<file path="config.mk">
export PLATFORM = sky130hd
export DESIGN_NAME = async_tx
export DESIGN_NICKNAME = d
export VERILOG_FILES = /design/src/rtl/async_tx_pkg.sv /design/src/rtl/async_tx_cfg.sv /design/src/rtl/async_tx_core.sv /design/src/rtl/async_tx.sv
export SDC_FILE = /design/constraint.sdc
export NUM_CORES = 1
export LEC_CHECK = 0
export BUFFER_PORTS_ARGS = -buffer_cell sky130_fd_sc_hd__buf_2
export CORE_MARGIN = 8
export CORE_UTILIZATION = 40
export CTS_CLUSTER_DIAMETER = 40
export CTS_CLUSTER_SIZE = 8
export DETAILED_ROUTE_END_ITERATION = 12
export HOLD_SLACK_MARGIN = 0.08
export PLACE_DENSITY_LB_ADDON = 0.25
export SETUP_SLACK_MARGIN = 0.2
export SKIP_CTS_REPAIR_TIMING = 1
export SYNTH_ARGS = -nofsm -noshare
export SYNTH_HDL_FRONTEND = slang
export SYNTH_SLANG_ARGS = --single-unit
</file>
<file path="constraint.sdc">
create_clock -name clk -period 6.3 [get_ports clk]
set_input_delay 0 -clock clk [delete_from_list [all_inputs] [get_ports clk]]
set_output_delay 0 -clock clk [all_outputs]
set_load 0.05 [all_outputs]
</file>
<file path="src/rtl/async_tx_pkg.sv">
package async_tx_pkg;

    localparam int MAX_BITS = 9;

    typedef enum logic [2:0] {
        ST_IDLE  = 3'd0,
        ST_START = 3'd1,
        ST_DATA  = 3'd2,
        ST_PAR   = 3'd3,
        ST_STOP  = 3'd4
    } tx_state_e;

    typedef enum logic [2:0] {
        PAR_NONE  = 3'd0,
        PAR_ODD   = 3'd1,
        PAR_EVEN  = 3'd2,
        PAR_MARK  = 3'd3,
        PAR_SPACE = 3'd4,
        PAR_SOFT  = 3'd5
    } par_mode_e;

    typedef struct packed {
        logic [3:0]          nbits;
        logic                has_par;
        logic                par_bit;
        logic [MAX_BITS-1:0] data;
    } frame_t;

    function automatic logic [3:0] char_bits(input logic ext, input logic [1:0] sel);
        return ext ? 4'd9 : (4'd5 + {2'b00, sel});
    endfunction

    // stop period in quarter bits
    function automatic logic [3:0] stop_quarters(input logic [2:0] sel, input logic five);
        logic [3:0] q;
        case (sel)
            3'd0:    q = five ? 4'd6 : 4'd8;
            3'd7:    q = 4'd8;
            default: q = {1'b0, sel} + 4'd2;
        endcase
        return q;
    endfunction

endpackage

</file>
<file path="src/rtl/async_tx_cfg.sv">
module async_tx_cfg
    import async_tx_pkg::*;
#(
    parameter int OVS = 16,
    parameter int TW  = $clog2(2*OVS+1)
) (
    input  logic                mode_x16,
    input  logic                len_ext,
    input  logic [1:0]          len_sel,
    input  logic [2:0]          par_mode,
    input  logic [2:0]          stop_sel,
    input  logic [MAX_BITS-1:0] data,
    input  logic                soft_par,
    output frame_t              frame,
    output logic [TW-1:0]       bit_ticks,
    output logic [TW-1:0]       stop_ticks
);
    localparam logic [TW-1:0] QTICKS = TW'(OVS / 4);

    logic [3:0]          nbits;
    logic [MAX_BITS-1:0] mask;
    logic [MAX_BITS-1:0] dmask;
    logic [3:0]          quarters;
    logic [TW-1:0]       q_w;

    always_comb begin
        nbits = char_bits(len_ext, len_sel);
        for (int i = 0; i < MAX_BITS; i++) begin
            mask[i] = (i < int'(nbits));
        end
        dmask = data & mask;

        frame.nbits = nbits;
        frame.data  = dmask;
        case (par_mode_e'(par_mode))
            PAR_ODD:   begin frame.has_par = 1'b1; frame.par_bit = ~^dmask;  end
            PAR_EVEN:  begin frame.has_par = 1'b1; frame.par_bit = ^dmask;   end
            PAR_MARK:  begin frame.has_par = 1'b1; frame.par_bit = 1'b1;     end
            PAR_SPACE: begin frame.has_par = 1'b1; frame.par_bit = 1'b0;     end
            PAR_SOFT:  begin frame.has_par = 1'b1; frame.par_bit = soft_par; end
            default:   begin frame.has_par = 1'b0; frame.par_bit = 1'b0;     end
        endcase

        quarters  = stop_quarters(stop_sel, nbits == 4'd5);
        q_w       = TW'(quarters);
        bit_ticks = mode_x16 ? TW'(OVS) : TW'(1);
        if (mode_x16) begin
            stop_ticks = q_w * QTICKS;
        end else begin
            stop_ticks = (quarters <= 4'd4) ? TW'(1) : TW'(2);
        end
    end
endmodule

</file>
<file path="src/rtl/async_tx_core.sv">
module async_tx_core
    import async_tx_pkg::*;
#(
    parameter int TW = 6
) (
    input  logic          clk,
    input  logic          rst,
    input  logic          tick,
    input  logic          brk,
    input  logic          accept,
    input  frame_t        frame_in,
    input  logic [TW-1:0] bit_ticks,
    input  logic [TW-1:0] stop_ticks,
    output logic          busy,
    output logic          txd
);
    tx_state_e           state;
    frame_t              fr_q;
    logic [MAX_BITS-1:0] sh_q;
    logic [3:0]          idx_q;
    logic [TW-1:0]       cnt_q;
    logic [TW-1:0]       bit_q;
    logic [TW-1:0]       stop_q;
    logic                txd_q;
    logic                line;
    logic [TW-1:0]       limit;
    logic                last;

    always_comb begin
        case (state)
            ST_START: line = 1'b0;
            ST_DATA:  line = sh_q[0];
            ST_PAR:   line = fr_q.par_bit;
            default:  line = 1'b1;
        endcase
        limit = (state == ST_STOP) ? stop_q : bit_q;
        last  = (cnt_q == limit - TW'(1));
    end

    always_ff @(posedge clk) begin
        if (rst) begin
            state  <= ST_IDLE;
            fr_q   <= '0;
            sh_q   <= '0;
            idx_q  <= '0;
            cnt_q  <= '0;
            bit_q  <= '0;
            stop_q <= '0;
            txd_q  <= 1'b1;
        end else begin
            txd_q <= brk ? 1'b0 : line;
            if (brk) begin
                state <= ST_IDLE;
                cnt_q <= '0;
            end else if (state == ST_IDLE) begin
                if (accept) begin
                    fr_q   <= frame_in;
                    sh_q   <= frame_in.data;
                    bit_q  <= bit_ticks;
                    stop_q <= stop_ticks;
                    idx_q  <= '0;
                    cnt_q  <= '0;
                    state  <= ST_START;
                end
            end else if (tick) begin
                if (!last) begin
                    cnt_q <= cnt_q + TW'(1);
                end else begin
                    cnt_q <= '0;
                    case (state)
                        ST_START: begin
                            state <= ST_DATA;
                            idx_q <= '0;
                        end
                        ST_DATA: begin
                            sh_q <= sh_q >> 1;
                            if (idx_q == fr_q.nbits - 4'd1) begin
                                state <= fr_q.has_par ? ST_PAR : ST_STOP;
                            end else begin
                                idx_q <= idx_q + 4'd1;
                            end
                        end
                        ST_PAR:  state <= ST_STOP;
                        default: state <= ST_IDLE;
                    endcase
                end
            end
        end
    end

    assign busy = (state != ST_IDLE);
    assign txd  = txd_q;
endmodule

</file>
<file path="src/rtl/async_tx.sv">
module async_tx
    import async_tx_pkg::*;
#(
    parameter int OVS = 16,
    localparam int TW = $clog2(2*OVS+1)
) (
    input  logic                clk,
    input  logic                rst,
    input  logic                tick,
    input  logic                mode_x16,
    input  logic                len_ext,
    input  logic [1:0]          len_sel,
    input  logic [2:0]          par_mode,
    input  logic [2:0]          stop_sel,
    input  logic                brk,
    input  logic [MAX_BITS-1:0] in_data,
    input  logic                in_soft_par,
    input  logic                in_valid,
    output logic                in_ready,
    output logic                txd,
    output logic                busy
);
    frame_t        frame_w;
    logic [TW-1:0] bit_ticks_w;
    logic [TW-1:0] stop_ticks_w;
    logic          accept;

    assign in_ready = !busy && !brk;
    assign accept   = in_valid && in_ready;

    async_tx_cfg #(.OVS(OVS), .TW(TW)) u_cfg (
        .mode_x16   (mode_x16),
        .len_ext    (len_ext),
        .len_sel    (len_sel),
        .par_mode   (par_mode),
        .stop_sel   (stop_sel),
        .data       (in_data),
        .soft_par   (in_soft_par),
        .frame      (frame_w),
        .bit_ticks  (bit_ticks_w),
        .stop_ticks (stop_ticks_w)
    );

    async_tx_core #(.TW(TW)) u_core (
        .clk        (clk),
        .rst        (rst),
        .tick       (tick),
        .brk        (brk),
        .accept     (accept),
        .frame_in   (frame_w),
        .bit_ticks  (bit_ticks_w),
        .stop_ticks (stop_ticks_w),
        .busy       (busy),
        .txd        (txd)
    );
endmodule

</file>
==> results of run 1 <==
## worst max-delay path, cell delays in order (launching register included)
cell and delay, ns:
dfxtp_1 0.43, nor3_4 0.51, inv_2 0.21, nor2_2 0.16
and2_1 0.38, a21oi_2 0.19, or4_1 0.59, or4_1 0.52
o21ai_1 0.10
## layer usage
| layer | routed length, µm | share of wire [%] | GRT usage [%] | vias up |
|---|---|---|---|---|
| met5 | 0 | 0 | 0 | - |
| met4 | 57 | 0.96 | 4.10 | 0 |
| met3 | 255 | 4.3 | 2.88 | 7 |
| met2 | 2620 | 44 | 21.4 | 53 |
| met1 | 2990 | 51 | 19.3 | 1082 |
| li1 | - | - | - | 1169 |
## kinds of logic after synthesis
family,count (synthesis),share of synthesized area [%]
flops,37,30.2
buf+inv,31,6.07
mux,7,2.91
xor+xnor,15,5.92
compound gates,84,22.7
fa+ha+maj,5,2.55
simple gates,130,29.7
## synthesized netlist by cell type, types with 2 or more instances
library cell,count
nor2b_1,3
buf_6,3
o311ai_0,2
a31oi_1,7
buf_2,2
nor3_1,15
or2_2,2
nand3_1,13
a22oi_1,2
nor2_1,23
nand4_1,4
nor3b_1,2
nand3b_1,3
dfxtp_1,37
o31ai_1,2
o211ai_1,2
o21ai_1,9
ha_1,5
o2111ai_1,2
mux2i_1,6
nand2_1,24
and3_1,2
buf_4,2
o21ai_0,15
buf_1,2
or4_1,10
a21oi_1,18
xnor2_1,13
inv_1,12
o22ai_1,2
nor2_2,2
and2_1,3
a211oi_1,3
or4b_1,2
clkbuf_1,9
or3_1,3
o21a_1,2
a21o_1,2
nand2b_1,11
## worst paths after layout
| path | end | startpoint | cells past startpoint | slack [ns] |
|---|---|---|---|---|
| worst min-delay path | u_core.stop_q[2] | stop_sel[0] | 3 | 0.07 |
| worst max register to register | u_core.sh_q[2] | u_core.state[0] | 8 | 3.15 |
| worst min register to register | u_core.sh_q[4] | u_core.sh_q[4] | 2 | 0.47 |
| worst max-delay path | u_core.sh_q[2] | u_core.state[0] | 8 | 3.15 |
## registers in the layout (all words and copies together), names as in the netlist
register / flops
u_core.stop_q: 6
u_core.state: 3
u_core.bit_q: 2
u_core.sh_q: 9
u_core.fr_q: 6
u_core.cnt_q: 6
u_core.idx_q: 4
u_core.txd: 1
## layout make-up
type / instances / area, µm² / share of cell area, %
repair buffers: 30 / 165 / 6.12
multi-input cells: 241 / 1560 / 57.9
well taps: 75 / 93.8 / 3.48
inverters: 13 / 48.8 / 1.81
clock buffers: 7 / 86.3 / 3.20
flip-flops and latches: 37 / 741 / 27.5
## where the power goes
group          switching, mW  internal, mW  total [mW]
Clock                 0.0795        0.0868       0.166
Sequential           0.00759         0.241       0.248
Combinational         0.0541        0.0417      0.0959
Total                  0.141         0.369       0.511
## metrics by stage
stage | instance area [µm²] | worst slack [ns] | hold WS [ns] | total power, mW
5_1_grt | 2700 | 2.96 | 0.0942 | 0.537
3_5_place_dp | 2580 | 3.17 | 0.300 | 0.348
3_3_place_gp | 2580 | 3.18 | 0.311 | 0.347
6_report | 2700 | 3.15 | 0.0698 | 0.511
2_1_floorplan | 2450 | 3.46 | 0.102 | 0.323
4_1_cts | 2670 | 3.14 | -0.00177 | 0.513
==> impl_metrics.json, run 1 <==
{
  "hold_viol_final": 0,
  "period_share_pct": 50.0,
  "max_freq_mhz": 317,
  "leakage_nw": 0.962,
  "synth.largest_area_cell": "dfxtp_1",
  "critical_path.startpoint_type": "flop",
  "synthCells": 309,
  "cp_max_fo": 13,
  "crit_type": "reg2reg",
  "avgSynthCellArea_um2": 7.94,
  "fin_tns_setup_ns": 0,
  "fp.dieW_um": 94.3,
  "fin_util_pct": 45.6,
  "yosys.area.top_type_share_pct": 30.2,
  "yosys-top-cells-area": "dfxtp_1, xnor2_1, a21oi_1",
  "ys.flop_type": "dfxtp_1",
  "htreeDepth": 2,
  "async_flop_share_pct": 0,
  "finClkSkew_ns": 0.00648,
  "clock_latency_ns": 0.28,
  "ys_ff_latch": 37,
  "wl_um": 5930,
  "tritoncts": "built",
  "ios": 28,
  "ir_drop_mv": 0.116,
  "synth_edf_count": 0,
  "drive_above_1_share_pct": 13.7,
  "ys_types": 67,
  "wl_per_cell_um": 14.7,
  "port_buffers": 27,
  "status": "finished, final reports clean",
  "place_congestion": 0.840,
  "hp-class": "in2reg",
  "setup_viol": 0,
  "track_usage_pct": 14.0,
  "clockBufferDepth": 2,
  "areaGrowthSynthToFinish_pct": 10.0,
  "grt_pass1_vias": 2205,
  "vias": 2311,
  "remaining_drc_errors": 0,
  "cp-end-kind": "flop",
  "synth_nets": 339,
  "placed_cells": 393,
  "grt_max_degree": 40,
  "grt_setup_unrepaired": "false",
  "antenna_cells": 0,
  "row_count": 28,
  "fin_crit_ns": 3.15,
  "final_nets": 358,
  "final_cell_mix": "dfxtp_1, buf_2, nand2_1",
  "chipHeight_um": 94.3,
  "relSlewSlack_pct": 44.6,
  "final_common_cell": "dfxtp_1",
  "antenna_left": 0,
  "first_pass_iters": 4,
  "grt_first_pass_wirelength_um": 10200,
  "netlist_area_um2": 2450,
  "first_iter_violations": 118,
  "cts.clk_slew.worst_paths_ns": 0.07,
  "cts_inserted_buffers": 5,
  "cts-root-buf": "clkbuf_8",
  "finalNonFillerCells": 403,
  "fillers": 606,
  "avgViaCountPerCell": 5.73,
  "power_per_cell_area_nw_per_um2": 189,
  "maxCapViolCount": 0,
  "worstPathArrival_ns": 3.36,
  "yosys_warnings": 0,
  "slew_violations": 0,
  "antenna_found_initial": 0,
  "tightest_slew_ns": 0.827,
  "core-area_um2": 5920,
  "start_util_pct": 41.4,
  "cts_num_sinks": 37,
  "dpl.hpwl_um": 4440,
  "cp.required_ns": 6.51,
  "grt_overflow_total": 0,
  "die_area_um2": 8890,
  "ys_seq_area_share_pct": 30.2
}
No activity file was read; power rests on OpenSTA's default activity.
==> run 2: changes to the inputs <==
- clock period: 6.3 -> 2.7 ns (I/O delays scaled with it)
==> impl_metrics.json, run 2 (synthesis gave the netlist of run 1 again) <==
{
  "startpoint": "u_core.stop_q[1]",
  "finClkSkew_ns": 0.0129,
  "grt_setup_unrepaired": "true",
  "cts_num_sinks": 37,
  "remaining_drc_errors": 0,
  "max_freq_mhz": 411,
  "period_share_pct": 90.1,
  "first_iter_violations": 148,
  "areaGrowthSynthToFinish_pct": 22.7,
  "maxCapViolCount": 0,
  "first_pass_iters": 4,
  "wl_um": 6450,
  "critical_path.startpoint_type": "flop",
  "fin_crit_ns": 2.43,
  "antenna_found_initial": 0,
  "final_common_cell": "dfxtp_1",
  "avgViaCountPerCell": 5.70,
  "track_usage_pct": 13.7,
  "p_sw_mw": 0.359,
  "min_path_cells": 3,
  "drive_above_1_share_pct": 23.2,
  "grt_overflow_total": 0,
  "antenna_left": 0,
  "setup_viol": 0,
  "ios": 28,
  "hold_viol_final": 0,
  "grt_pass1_vias": 2116,
  "swShare_pct": 28.9,
  "start_util_pct": 41.4,
  "pwr-share-comb_pct": 21.2,
  "fin_tns_setup_ns": 0,
  "hp-class": "in2reg",
  "final_nets": 379,
  "status": "finished, final reports clean",
  "slew_violations": 0,
  "vias": 2415,
  "worstHoldStart": "par_mode[0]",
  "seqPwrFrac_pct": 46.5,
  "worstPathArrival_ns": 2.61,
  "grt_first_pass_wirelength_um": 9930,
  "row_count": 28,
  "clock_latency_ns": 0.29,
  "htreeDepth": 2,
  "regMostFlops": "u_core.sh_q",
  "cts-root-buf": "clkbuf_8",
  "cp-end-kind": "flop",
  "core-area_um2": 5920,
  "chipHeight_um": 94.3,
  "clockBufferDepth": 2,
  "cts_inserted_buffers": 5,
  "relSlewSlack_pct": 58.8,
  "final_cell_mix": "dfxtp_1, buf_2, nand2_1",
  "intPower_mw": 0.881,
  "port_buffers": 27,
  "ir_drop_mv": 0.219,
  "die_area_um2": 8890,
  "tritoncts": "built",
  "hold_end": "u_core.fr_q[9]",
  "regToRegSetupSlack_ns": 0.27,
  "power_per_cell_area_nw_per_um2": 412,
  "grt_max_degree": 40,
  "totalPowerFinal_mw": 1.24,
  "antenna_cells": 0,
  "cp_max_fo": 8,
  "r2r-end": "u_core.idx_q[0]",
  "largest_reg_flops": 9,
  "dpl.hpwl_um": 4310,
  "rr_startpoint": "u_core.stop_q[1]",
  "crit_type": "reg2reg",
  "tightest_slew_ns": 0.619,
  "fp.dieW_um": 94.3,
  "cts.clk_slew.worst_paths_ns": 0.08,
  "clock_power_share_pct": 32.4,
  "leakage_nw": 1.08,
  "wl_per_cell_um": 15.2,
  "place_congestion": 0.828,
  "cp.required_ns": 2.88,
  "r2r_cells": 8
}
==> run 2: cell count changes in the layout (fill, tap and decap cells not counted), moves of 3 or more <==
cell and change:
buf_4 +16, a31oi_4 +3, or4_1 -3, or4_4 +3
==> run 2: how the worst max path moves through the flow <==
stage                            to  slack, ns  cells past startpoint
floorplan            u_core.sh_q[0]       0.03                     11
global placement    u_core.state[2]       0.23                      8
detailed placement  u_core.cnt_q[5]       0.21                      7
CTS                 u_core.cnt_q[4]       0.19                      7
global route        u_core.cnt_q[4]       0.14                      7
finish              u_core.idx_q[0]       0.27                      8
==> run 2: final cells by class <==
cell class	count	area, µm²
fill	559	2910
multi-input combinational	242	1690
sequential	37	748
timing repair buffer	50	338
tap	75	93.8
clock buffer	7	86.3
inverter	13	48.8
==> run 2: critical path, stage by stage, from the launching register on <==
cell	delay [ns]
dfxtp_4	0.37
or4_4	0.55
o2111ai_2	0.19
nand4_1	0.15
a41oi_4	0.26
buf_6	0.18
nand3_4	0.13
o21ai_2	0.18
mux2_1	0.33
==> run 2: metal layers <==
metal	up-vias	track usage, %	share of wire [%]	wire length [µm]
li1	1216	-	-	-
met1	1105	19.1	48	3100
met2	79	20.3	46	2960
met3	15	1.84	3.7	239
met4	0	6.61	2.3	149
met5	-	0	0	0
==> run 2: stage by stage <==
step | setup slack, ns | instance area (µm²) | std cells | util [%] | hold WS (ns)
global route | 0.137 | 3010 | 424 | 50.8 | 0.118
global placement | 0.234 | 2670 | 404 | 45.1 | 0.300
floorplan | 0.0308 | 2460 | 309 | - | 0.0620
finish | 0.268 | 3010 | 424 | 50.8 | 0.0649
detailed placement | 0.206 | 2670 | 404 | 45.1 | 0.305
CTS | 0.185 | 2760 | 411 | 46.5 | -0.00108
==> run 2: power groups by stage <==
| stage | registers [mW] | clock network, mW | logic (mW) |
|---|---|---|---|
| final | 0.576 | 0.402 | 0.262 |
| after floorplan | 0.587 | 0 | 0.168 |
| after global placement | 0.589 | 0 | 0.232 |
| after global routing | 0.578 | 0.429 | 0.286 |
| after CTS | 0.577 | 0.411 | 0.235 |
| after detailed placement | 0.589 | 0 | 0.233 |
